## src/rtl/pvic_pkg.sv

```systemverilog
package pvic_pkg;
  localparam int N_SRC   = 6;
  localparam int N_PIN   = 3;
  localparam int ID_W    = 3;
  localparam int PRIO_W  = 3;
  localparam int DATA_W  = 8;
  localparam int ADDR_W  = 2;
  localparam int GIE_BIT = 7;

  typedef enum logic [ADDR_W-1:0] {
    REG_REQ  = 2'd0,
    REG_MASK = 2'd1,
    REG_PRIO = 2'd2,
    REG_NONE = 2'd3
  } reg_sel_e;
endpackage

```

## src/rtl/pvic_edge.sv

```systemverilog
module pvic_edge #(
  parameter int N_PIN = 3,
  parameter int SYNC_STAGES = 2,
  parameter logic [N_PIN-1:0] IDLE = '1
) (
  input  logic             clk,
  input  logic             rst,
  input  logic [N_PIN-1:0] pin_i,
  output logic [N_PIN-1:0] fall_o,
  output logic [N_PIN-1:0] rise_o
);
  logic [N_PIN-1:0] stg_q [SYNC_STAGES];
  logic [N_PIN-1:0] prev_q;
  logic [N_PIN-1:0] cur;

  assign cur = stg_q[SYNC_STAGES-1];

  always_ff @(posedge clk) begin
    if (rst) begin
      for (int s = 0; s < SYNC_STAGES; s++) stg_q[s] <= IDLE;
      prev_q <= IDLE;
    end else begin
      stg_q[0] <= pin_i;
      for (int s = 1; s < SYNC_STAGES; s++) stg_q[s] <= stg_q[s-1];
      prev_q <= cur;
    end
  end

  assign fall_o = prev_q & ~cur;
  assign rise_o = ~prev_q & cur;

  for (genvar g = 0; g < N_PIN; g++) begin : g_chk
    AST_FALL_PULSE: assert property (@(posedge clk) disable iff (rst)
      fall_o[g] |=> !fall_o[g]) else $error("fall pulse longer than a cycle");
    AST_RISE_PULSE: assert property (@(posedge clk) disable iff (rst)
      rise_o[g] |=> !rise_o[g]) else $error("rise pulse longer than a cycle");
  end
endmodule

```

## src/rtl/pvic_resolve.sv

```systemverilog
module pvic_resolve
  import pvic_pkg::*;
(
  input  logic [N_SRC-1:0]  pend_i,
  input  logic [PRIO_W-1:0] prio_i,
  output logic              win_valid_o,
  output logic [ID_W-1:0]   win_id_o
);
  int start;

  always_comb begin
    start = (int'(prio_i) < N_SRC) ? int'(prio_i) : 0;
    win_valid_o = 1'b0;
    win_id_o    = '0;
    // walk from lowest rank to highest so the highest rank is assigned last
    for (int k = N_SRC - 1; k >= 0; k--) begin
      int idx;
      idx = (start + k) % N_SRC;
      if (pend_i[idx]) begin
        win_valid_o = 1'b1;
        win_id_o    = ID_W'(idx);
      end
    end
  end

  always_comb begin
    if (win_valid_o) begin
      AST_WIN_PENDING: assert (pend_i[win_id_o]) else $error("winner not pending");
    end
  end
endmodule

```

## src/rtl/pvic_top.sv

```systemverilog
module pvic_top
  import pvic_pkg::*;
#(
  parameter int VEC_W = 16,
  parameter int SYNC_STAGES = 2
) (
  input  logic              clk,
  input  logic              rst,
  input  logic [N_PIN-1:0]  ext_pin_i,
  input  logic [1:0]        tmr_eoc_i,
  input  logic [ADDR_W-1:0] bus_addr_i,
  input  logic              bus_wr_i,
  input  logic [DATA_W-1:0] bus_wdata_i,
  output logic [DATA_W-1:0] bus_rdata_o,
  output logic              irq_valid_o,
  output logic [ID_W-1:0]   irq_id_o,
  output logic [VEC_W-1:0]  irq_vec_o,
  input  logic              irq_ack_i
);
  logic [N_PIN-1:0]  fall, rise;
  logic [N_SRC-1:0]  events;
  logic [N_SRC-1:0]  req_q, req_nxt, en_q, en_nxt;
  logic              gie_q, gie_nxt;
  logic [PRIO_W-1:0] prio_q, prio_nxt;
  logic              take, win_valid;
  logic [ID_W-1:0]   win_id;
  logic              wr_req, wr_mask, wr_prio;

  pvic_edge #(.N_PIN(N_PIN), .SYNC_STAGES(SYNC_STAGES), .IDLE('1)) u_edge (
    .clk(clk), .rst(rst), .pin_i(ext_pin_i), .fall_o(fall), .rise_o(rise)
  );

  assign events  = {tmr_eoc_i[1], tmr_eoc_i[0], rise[1], fall[2], fall[1], fall[0]};
  assign take    = irq_ack_i & irq_valid_o;
  assign wr_req  = bus_wr_i && (bus_addr_i == REG_REQ);
  assign wr_mask = bus_wr_i && (bus_addr_i == REG_MASK);
  assign wr_prio = bus_wr_i && (bus_addr_i == REG_PRIO);

  always_comb begin
    req_nxt  = req_q;
    en_nxt   = en_q;
    gie_nxt  = gie_q;
    prio_nxt = prio_q;
    if (wr_req)  req_nxt = bus_wdata_i[N_SRC-1:0];
    if (wr_mask) begin
      en_nxt  = bus_wdata_i[N_SRC-1:0];
      gie_nxt = bus_wdata_i[GIE_BIT];
    end
    if (wr_prio) prio_nxt = bus_wdata_i[PRIO_W-1:0];
    if (take) begin
      req_nxt[irq_id_o] = 1'b0;
      gie_nxt = 1'b0;
    end
    req_nxt = req_nxt | events;
  end

  pvic_resolve u_resolve (
    .pend_i(req_nxt & en_nxt), .prio_i(prio_nxt),
    .win_valid_o(win_valid), .win_id_o(win_id)
  );

  always_ff @(posedge clk) begin
    if (rst) begin
      req_q       <= '0;
      en_q        <= '0;
      gie_q       <= 1'b0;
      prio_q      <= '0;
      irq_valid_o <= 1'b0;
      irq_id_o    <= '0;
      irq_vec_o   <= '0;
      bus_rdata_o <= '0;
    end else begin
      req_q       <= req_nxt;
      en_q        <= en_nxt;
      gie_q       <= gie_nxt;
      prio_q      <= prio_nxt;
      irq_valid_o <= win_valid & gie_nxt;
      irq_id_o    <= win_id;
      irq_vec_o   <= VEC_W'({win_id, 1'b0});
      case (bus_addr_i)
        REG_REQ:  bus_rdata_o <= DATA_W'(req_q);
        REG_MASK: bus_rdata_o <= {gie_q, {(DATA_W-1-N_SRC){1'b0}}, en_q};
        REG_PRIO: bus_rdata_o <= DATA_W'(prio_q);
        default:  bus_rdata_o <= '0;
      endcase
    end
  end

  AST_RESET_CLEAR: assert property (@(posedge clk) disable iff (rst)
    $past(rst) |-> (req_q == '0 && !gie_q && !irq_valid_o)) else $error("reset state");
  AST_TIMER_SETS: assert property (@(posedge clk) disable iff (rst)
    tmr_eoc_i[0] |=> req_q[4]) else $error("timer request lost");
  AST_VALID_IS_PENDING: assert property (@(posedge clk) disable iff (rst)
    irq_valid_o |-> (gie_q && req_q[irq_id_o] && en_q[irq_id_o])) else $error("offer without pending");
  AST_GRANT_DROPS_GIE: assert property (@(posedge clk) disable iff (rst)
    take |=> (!gie_q && !irq_valid_o)) else $error("grant kept enable");
  AST_GRANT_CLEARS_REQ: assert property (@(posedge clk) disable iff (rst)
    (take && !events[irq_id_o] && !wr_req) |=> !req_q[$past(irq_id_o)]) else $error("grant kept request");
endmodule

```

## config.mk

```make
export PLATFORM = sky130hd
export DESIGN_NAME = pvic_top
export DESIGN_NICKNAME = d
export VERILOG_FILES = /design/src/rtl/pvic_pkg.sv /design/src/rtl/pvic_edge.sv /design/src/rtl/pvic_resolve.sv /design/src/rtl/pvic_top.sv
export SDC_FILE = /design/constraint.sdc
export NUM_CORES = 1
export LEC_CHECK = 0
export BUFFER_PORTS_ARGS = -buffer_cell sky130_fd_sc_hd__buf_4
export CAP_MARGIN = 20
export CORE_ASPECT_RATIO = 0.6
export CORE_MARGIN = 4
export CORE_UTILIZATION = 55
export DETAILED_ROUTE_END_ITERATION = 10
export HOLD_SLACK_MARGIN = 0.03
export PLACE_DENSITY = 0.79
export SETUP_SLACK_MARGIN = 0.02
export SLEW_MARGIN = 20
export SYNTH_ARGS = -nofsm -noshare
export SYNTH_HDL_FRONTEND = slang
export SYNTH_SLANG_ARGS = --single-unit
```

## constraint.sdc

```tcl
create_clock -name clk -period 9 [get_ports clk]
set_input_delay 1.8 -clock clk [delete_from_list [all_inputs] [get_ports clk]]
set_output_delay 1.8 -clock clk [all_outputs]
set_load 0.05 [all_outputs]
```

-- Word-level counts from Yosys, hierarchy flattened
Memories as Yosys holds them, arrays and structs flattened.
Index checks and enable logic that the tools add are counted.
Widths: inputs -> output; s select.
- output and inout bits: 28
- memories kept: 1
- register bits after elaboration: 44
- logic and storage cells: 94
- memory bits (writable): 6
- memory list (name ; words ; bits a word ; read ports ; clocked after memory_dff ; write ports ; line ; text):
    u_edge.stg_q ; 2 ; 3 ; 2 ; 0 ; 2 ; pvic_edge.sv:12 ; logic [N_PIN-1:0] stg_q [SYNC_STAGES];
- reductions and logical operators: 5
- div/mod/pow operators: 6
- $lt $le $gt $ge: 9
- equal/unequal tests: 2
- bitwise operators: 12
- add/sub/neg operators: 5
- multiplexer cells: 45
- operators by type and width (cell ; number):
    $lt 32x5->1 const B ; 6
    $mod 32x4->32 const B ; 6
    $add 32x3->32 const B ; 2
    $add 32x4->32 const B ; 2
    $add 32x2->32 const B ; 1
    $mux 3 ; 10
    $mux 1 ; 24
    $pmux 8 s3 ; 1
    $bmux 1 s3 ; 6
    $mux 6 ; 3
    $and 6x6->6 ; 2
    $not 6->6 ; 1
    $or 6x6->6 ; 1
    $logic_and 1x1->1 ; 4
    $lt 3x4->1 const B ; 1
    $and 3x3->3 ; 1
    $demux 1 s3 ; 1
    $ge 3x1->1 const B ; 1
    $lt 3x3->1 const B ; 1
    $not 3->3 ; 1
    $and 1x1->1 ; 2
    $and 2x2->2 ; 1
    $eq 2x1->1 const B ; 1
    $eq 2x2->1 const B ; 1
    other kinds (3) ; 4

-- Longest topological paths before layout
- word-level depth: 19
- depth in mapped cells: 22
- depth with buffers taken out: 19

-- By module
From an unflattened synthesis, not the netlist that was laid out.
- cell total of the unflattened synthesis: 291
- area, all modules: 2563.7 µm²
- by module, submodules not included (module ; times used ; seq. area each (µm²) ; area each (µm²) ; cells each):
    pvic_top ; 1 ; 540.5 ; 1317.5 ; 135
    pvic_resolve ; 1 ; 0.0 ; 972.2 ; 132
    pvic_edge ; 1 ; 180.2 ; 274.0 ; 24

-- Worst setup path after synthesis
OpenSTA, ideal clock, no wires.
- path kind: input -> register
- from: in bus_addr_i[0]
- to: reg irq_vec_o[1]
- slack: 3.391 ns
- stages on the path: 22
- arrival time: 5.524 ns
- cells stage by stage: buf_2 -> nand3b_1 -> mux2i_1 -> inv_1 -> ha_1 -> clkbuf_1 -> nand2b_1 -> o22ai_1 -> buf_4 -> ha_1 -> xnor2_1 -> inv_1 -> ha_1 -> nor2_1 -> a21oi_1 -> nand2_1 -> nand3_1 -> a21oi_1 -> nor3_1 -> nor2_1 -> o21a_1 -> a211oi_1
- longest elaborated chain between the ends: 16
- ends and longest elaborated chain (item ; line ; text):
    from (decl) ; pvic_top.sv:11 ; input logic [ADDR_W-1:0] bus_addr_i,
    $eq 2x2->1 (*) ; pvic_top.sv:37 ; assign wr_prio = bus_wr_i && (bus_addr_i == REG_PRIO);
    $logic_and 1x1->1 (*) ; pvic_top.sv:37 ;
    $mux 3 (*) ; pvic_top.sv:49 ; if (wr_prio) prio_nxt = bus_wdata_i[PRIO_W-1:0];
    via prio_nxt[1] ; pvic_top.sv:24 ; logic [PRIO_W-1:0] prio_q, prio_nxt;
    $lt 3x3->1 ; pvic_resolve.sv:12 ; start = (int'(prio_i) < N_SRC) ? int'(prio_i) : 0;
    $mux 3 (*) ; pvic_resolve.sv:12 ;
    $add 32x4->32 ; pvic_resolve.sv:18 ; idx = (start + k) % N_SRC;
    $mod 32x4->32 ; pvic_resolve.sv:18 ;
    $bmux 1 s3 ; pvic_resolve.sv:19 ; if (pend_i[idx]) begin
    $mux 1 (implied by the code) (2 in a row) ; pvic_resolve.sv:19 ;
    $mux 3 (5 in a row) ; pvic_resolve.sv:19 ;
    $mux 3 (*) ; pvic_resolve.sv:19 ;
    to (signal assigned) ; pvic_top.sv:79 ; irq_vec_o <= VEC_W'({win_id, 1'b0});
    to (decl) ; pvic_top.sv:17 ; output logic [VEC_W-1:0] irq_vec_o,
Mark *: on every way through the listed nets, which the timed path passes. The rest lies on a longest branch. The select of a mux whose other input is x is not followed.
A chain may end at the register's enable or synchronous reset.

-- Final worst setup path
- from: in bus_addr_i[0]
- to: reg irq_vec_o[3]
Same word-level chain as after synthesis.

==> impl_metrics.prom <==
# TYPE chip_impl_metric gauge
chip_impl_metric{name="cap_viol_max_count",unit=""} 0
chip_impl_metric{name="ys_ff_latch",unit=""} 36
chip_impl_metric{name="irDropWorstVdd",unit="uV"} 92.2
chip_impl_metric{name="design.final.nets",unit=""} 348
chip_impl_metric{name="timing.critical_path.slowest_cell_delay",unit="ns"} 0.37
chip_impl_metric{name="worstPathMaxFanout",unit=""} 14
chip_impl_metric{name="vias_per_cell",unit=""} 5.84
chip_impl_metric{name="core",unit="sq um"} 4210
chip_impl_metric{name="max_freq",unit="GHz"} 0.173
chip_impl_info{name="startpoint_of_the_most_critical_hold_path",value="u_edge.stg_q[0][2]"} 1
chip_impl_metric{name="hold_depth",unit=""} 1
chip_impl_metric{name="synthesis.area",unit="sq um"} 2450
chip_impl_info{name="hp-class",value="reg2reg"} 1
chip_impl_metric{name="fp.dieArea",unit="sq um"} 5620
chip_impl_info{name="timing.setup.critical_path_class",value="in2reg"} 1
chip_impl_info{name="timing.critical_path.cells",value="buf_4, and3b_1, mux2i_1, inv_1, ha_1, nand2b_1, o22ai_1, buf_4, ha_1, clkinv_1, nor2_1, a21o_1, a211oi_2, mux2i_1, mux2_2, o31ai_1, a221oi_1"} 1
chip_impl_info{name="clock-root-buffer",value="sky130_fd_sc_hd__clkbuf_8"} 1
chip_impl_info{name="timing.rr.end",value="irq_vec_o[3]"} 1
chip_impl_metric{name="detail_route.wirelength",unit="um"} 6090
chip_impl_metric{name="finClkSkew",unit="ns"} 0.00582
chip_impl_metric{name="tritoncts.num_buffers",unit=""} 5
chip_impl_metric{name="clock_power_share",unit="%"} 34.6
chip_impl_info{name="cts_tree",value="built"} 1
chip_impl_metric{name="p_sw",unit="mW"} 0.134
chip_impl_metric{name="diodes",unit=""} 0
chip_impl_metric{name="worst-slew-pin-transition",unit="ns"} 0.639
chip_impl_metric{name="slew_violations",unit=""} 0
chip_impl_info{name="launch_point_of_the_worst_reg_to_reg_path",value="prio_q[1]"} 1
chip_impl_metric{name="swShare",unit="%"} 32.2
chip_impl_metric{name="synthesis.yosys.warnings",unit=""} 0
chip_impl_metric{name="grt_start_max_net_pins",unit=""} 36
chip_impl_metric{name="finish.cell_count_without_fillers",unit=""} 382
chip_impl_info{name="postSynth.topFlopCell",value="sky130_fd_sc_hd__dfxtp_1"} 1
chip_impl_metric{name="relSlewSlack",unit="%"} 57.0
chip_impl_info{name="layout.cells.most_common",value="sky130_fd_sc_hd__dfxtp_1"} 1
chip_impl_metric{name="share_of_cells_above_drive_strength_1",unit="%"} 18.0
chip_impl_metric{name="cts_setup_buffers",unit=""} 0
chip_impl_metric{name="ctsHoldBuffers",unit=""} 0
chip_impl_metric{name="finish.utilization",unit="%"} 64.8
chip_impl_metric{name="timing.hold.ws",unit="ns"} 0.410
chip_impl_metric{name="place_hpwl",unit="um"} 4660
chip_impl_metric{name="top_level_ports",unit=""} 47
chip_impl_metric{name="placement_rows",unit=""} 18
chip_impl_metric{name="grtUsageTotal",unit="%"} 22.9
chip_impl_metric{name="ff_latch_area",unit="sq um"} 721
chip_impl_metric{name="drt_iter0_drc",unit=""} 189
chip_impl_metric{name="initial_core_utilization",unit="%"} 58.2
chip_impl_metric{name="syn_avg_cell_area",unit="sq um"} 8.17
chip_impl_metric{name="die-height",unit="um"} 59.7
chip_impl_metric{name="multiInputGateArea",unit="sq um"} 1540
chip_impl_metric{name="cellInternalPower",unit="mW"} 0.281
chip_impl_info{name="rsz0062_at_grt",value="false"} 1
chip_impl_metric{name="worstSkewPairLatency",unit="ns"} 0.29
chip_impl_metric{name="area.growth.synth_to_final",unit="%"} 11.4
chip_impl_metric{name="power.density",unit="nW/um^2"} 152
chip_impl_metric{name="fillCellCount",unit=""} 377
chip_impl_info{name="final_cell_mix",value="sky130_fd_sc_hd__dfxtp_1, sky130_fd_sc_hd__buf_4, sky130_fd_sc_hd__nor2_1"} 1
chip_impl_info{name="status",value="finished clean"} 1
chip_impl_metric{name="die_width",unit="um"} 94.2
chip_impl_metric{name="worst_setup_hold_path_clk_slew",unit="ns"} 0.07
chip_impl_metric{name="power.sequential.fraction",unit="%"} 41.3
chip_impl_metric{name="route.antenna.remaining_nets",unit=""} 0
chip_impl_metric{name="antenna_found_initial",unit=""} 0
chip_impl_metric{name="worst_ep_required_time",unit="ns"} 9.18
chip_impl_metric{name="rd_place_congestion",unit=""} 0.963
chip_impl_metric{name="final-setup-viol-count",unit=""} 0
chip_impl_metric{name="reg2regPathDepth",unit=""} 15
chip_impl_metric{name="finalWorstPathRequiredPeriod",unit="ns"} 5.80
chip_impl_info{name="worst_setup_end_kind",value="flip-flop"} 1
chip_impl_metric{name="setup_tns",unit="ns"} 0
chip_impl_metric{name="port_buffers",unit=""} 31
chip_impl_metric{name="h-tree-depth",unit=""} 2
chip_impl_info{name="worst_path_max_delay_cell",value="sky130_fd_sc_hd__and3b_1"} 1
chip_impl_metric{name="synth-edff-count",unit=""} 0
chip_impl_metric{name="wire_per_inst",unit="um"} 15.9
chip_impl_metric{name="post_synth_num_cell_types",unit=""} 56
chip_impl_metric{name="cts_repair_resize_count",unit=""} 0
chip_impl_metric{name="dp_cells",unit=""} 374
chip_impl_metric{name="first_global_vias",unit=""} 1943
chip_impl_metric{name="clock_sink_count",unit=""} 36
chip_impl_metric{name="post_synth_inst_count",unit=""} 300
chip_impl_metric{name="grt_first_pass_wirelength",unit="um"} 9780
chip_impl_metric{name="arrival",unit="ns"} 5.97
chip_impl_metric{name="detail_route.drc_violations",unit=""} 0
chip_impl_metric{name="power.share.combinational",unit="%"} 24.1
chip_impl_metric{name="postSynth.asyncResetShare",unit="%"} 0
chip_impl_metric{name="cts_buffer_depth",unit=""} 2
chip_impl_metric{name="firstDrtPassIters",unit=""} 5
chip_impl_info{name="timing.critical_path.from_type",value="primary input"} 1
chip_impl_metric{name="leakage",unit="nW"} 1.20
chip_impl_metric{name="final.period_utilization",unit="%"} 64.4
chip_impl_metric{name="hold_violation_count_in_the_final_report",unit=""} 0
chip_impl_metric{name="vias",unit=""} 2232
chip_impl_metric{name="reg2reg_setup_slack",unit="ns"} 4.88
chip_impl_metric{name="global_route.overflow_total",unit=""} 0
chip_impl_info{name="endpoint_with_the_worst_hold_slack",value="u_edge.stg_q[0][5]"} 1
chip_impl_metric{name="power.total",unit="mW"} 0.415
chip_impl_metric{name="seq_area_frac_synth",unit="%"} 29.4
==> synthesized netlist by cell type, types with 5 or more instances <==
cell | instances | area (sq um)
sky130_fd_sc_hd__dfxtp_1 | 36 | 721
sky130_fd_sc_hd__nand2_1 | 16 | 60.1
sky130_fd_sc_hd__nor2_1 | 31 | 116
sky130_fd_sc_hd__buf_4 | 18 | 135
sky130_fd_sc_hd__nor2b_1 | 11 | 68.8
sky130_fd_sc_hd__mux2i_1 | 23 | 230
sky130_fd_sc_hd__inv_1 | 11 | 41.3
sky130_fd_sc_hd__o21ai_0 | 6 | 30.0
sky130_fd_sc_hd__clkbuf_1 | 9 | 33.8
sky130_fd_sc_hd__ha_1 | 8 | 100
sky130_fd_sc_hd__nor4_1 | 8 | 50.1
sky130_fd_sc_hd__a21oi_1 | 14 | 70.1
sky130_fd_sc_hd__nand2b_1 | 5 | 31.3
sky130_fd_sc_hd__or2_2 | 9 | 56.3
sky130_fd_sc_hd__nor3_1 | 18 | 90.1
==> registers in the layout (all words and copies together), names as in the netlist <==
name           count
bus_rdata_o        7
en_q               6
req_q              6
u_edge.stg_q       6
irq_vec_o          3
prio_q             3
u_edge.prev_q      3
gie_q              1
irq_valid_o        1
==> metal layers <==
metal | track usage [%] | vias up | wire length, um
li1 | - | 1085 | -
met1 | 36.1 | 1023 | 2940
met2 | 29.5 | 117 | 2380
met3 | 6.79 | 7 | 715
met4 | 5.76 | 0 | 57
met5 | 0 | - | 0
==> critical path, delay by kind of cell <==
kind                       cells  cell delay [ns]
adders and majority gates      2             0.68
muxes                          3             0.92
and+or+nand+nor                3             0.64
AOI/OAI and AO/OA              5             1.16
buffers and inverters          4             0.76
==> through the flow <==
stage          setup WS, ns  area [sq um]
2_1_floorplan          3.39          2500
3_3_place_gp           3.04          2620
4_1_cts                3.25          2730
6_report               3.20          2730
5_1_grt                2.92          2730
3_5_place_dp           2.95          2620
==> worst max path at each step <==
stage,start,end,slack (ns),depth (start not counted)
global route,bus_addr_i[0],irq_vec_o[3],2.92,17
finish,bus_addr_i[0],irq_vec_o[3],3.20,17
global placement,bus_addr_i[0],irq_vec_o[1],3.04,20
detailed placement,bus_addr_i[0],irq_vec_o[3],2.95,17
CTS,bus_addr_i[0],irq_vec_o[3],3.25,17
floorplan,bus_addr_i[0],irq_vec_o[1],3.39,22
==> cell type report <==
class                           count  share of cell area (%)
Tap cell                           60                    2.75
Clock inverter                      3                    1.56
Inverter                           12                    1.65
Clock buffer                        5                    2.52
Timing Repair Buffer               32                    8.80
Multi-Input combinational cell    234                    56.3
Sequential cell                    36                    26.4
==> power groups by stage <==
stage,logic (mW),clock network (mW),registers [mW]
floorplan,0.0740,0,0.180
global placement,0.0966,0,0.175
detailed placement,0.0982,0,0.175
CTS,0.0986,0.145,0.171
global route,0.108,0.153,0.172
finish,0.100,0.144,0.171
==> logic make-up (layout without fill, tap and decap cells) <==
family | after synthesis | after routing | share of synthesized area, %
AND/OR/NAND/NOR | 128 | 128 | 29.3
flip-flops | 36 | 36 | 29.4
other | 1 | 14 | 0.153
XOR/XNOR | 3 | 3 | 1.07
buffers and inverters | 43 | 52 | 9.81
multiplexers | 26 | 26 | 10.8
adder cells (fa/ha/maj) | 8 | 8 | 4.09
AO/OA/AOI/OAI | 55 | 55 | 15.4
Note: power is estimated with default switching activity, not from simulation.
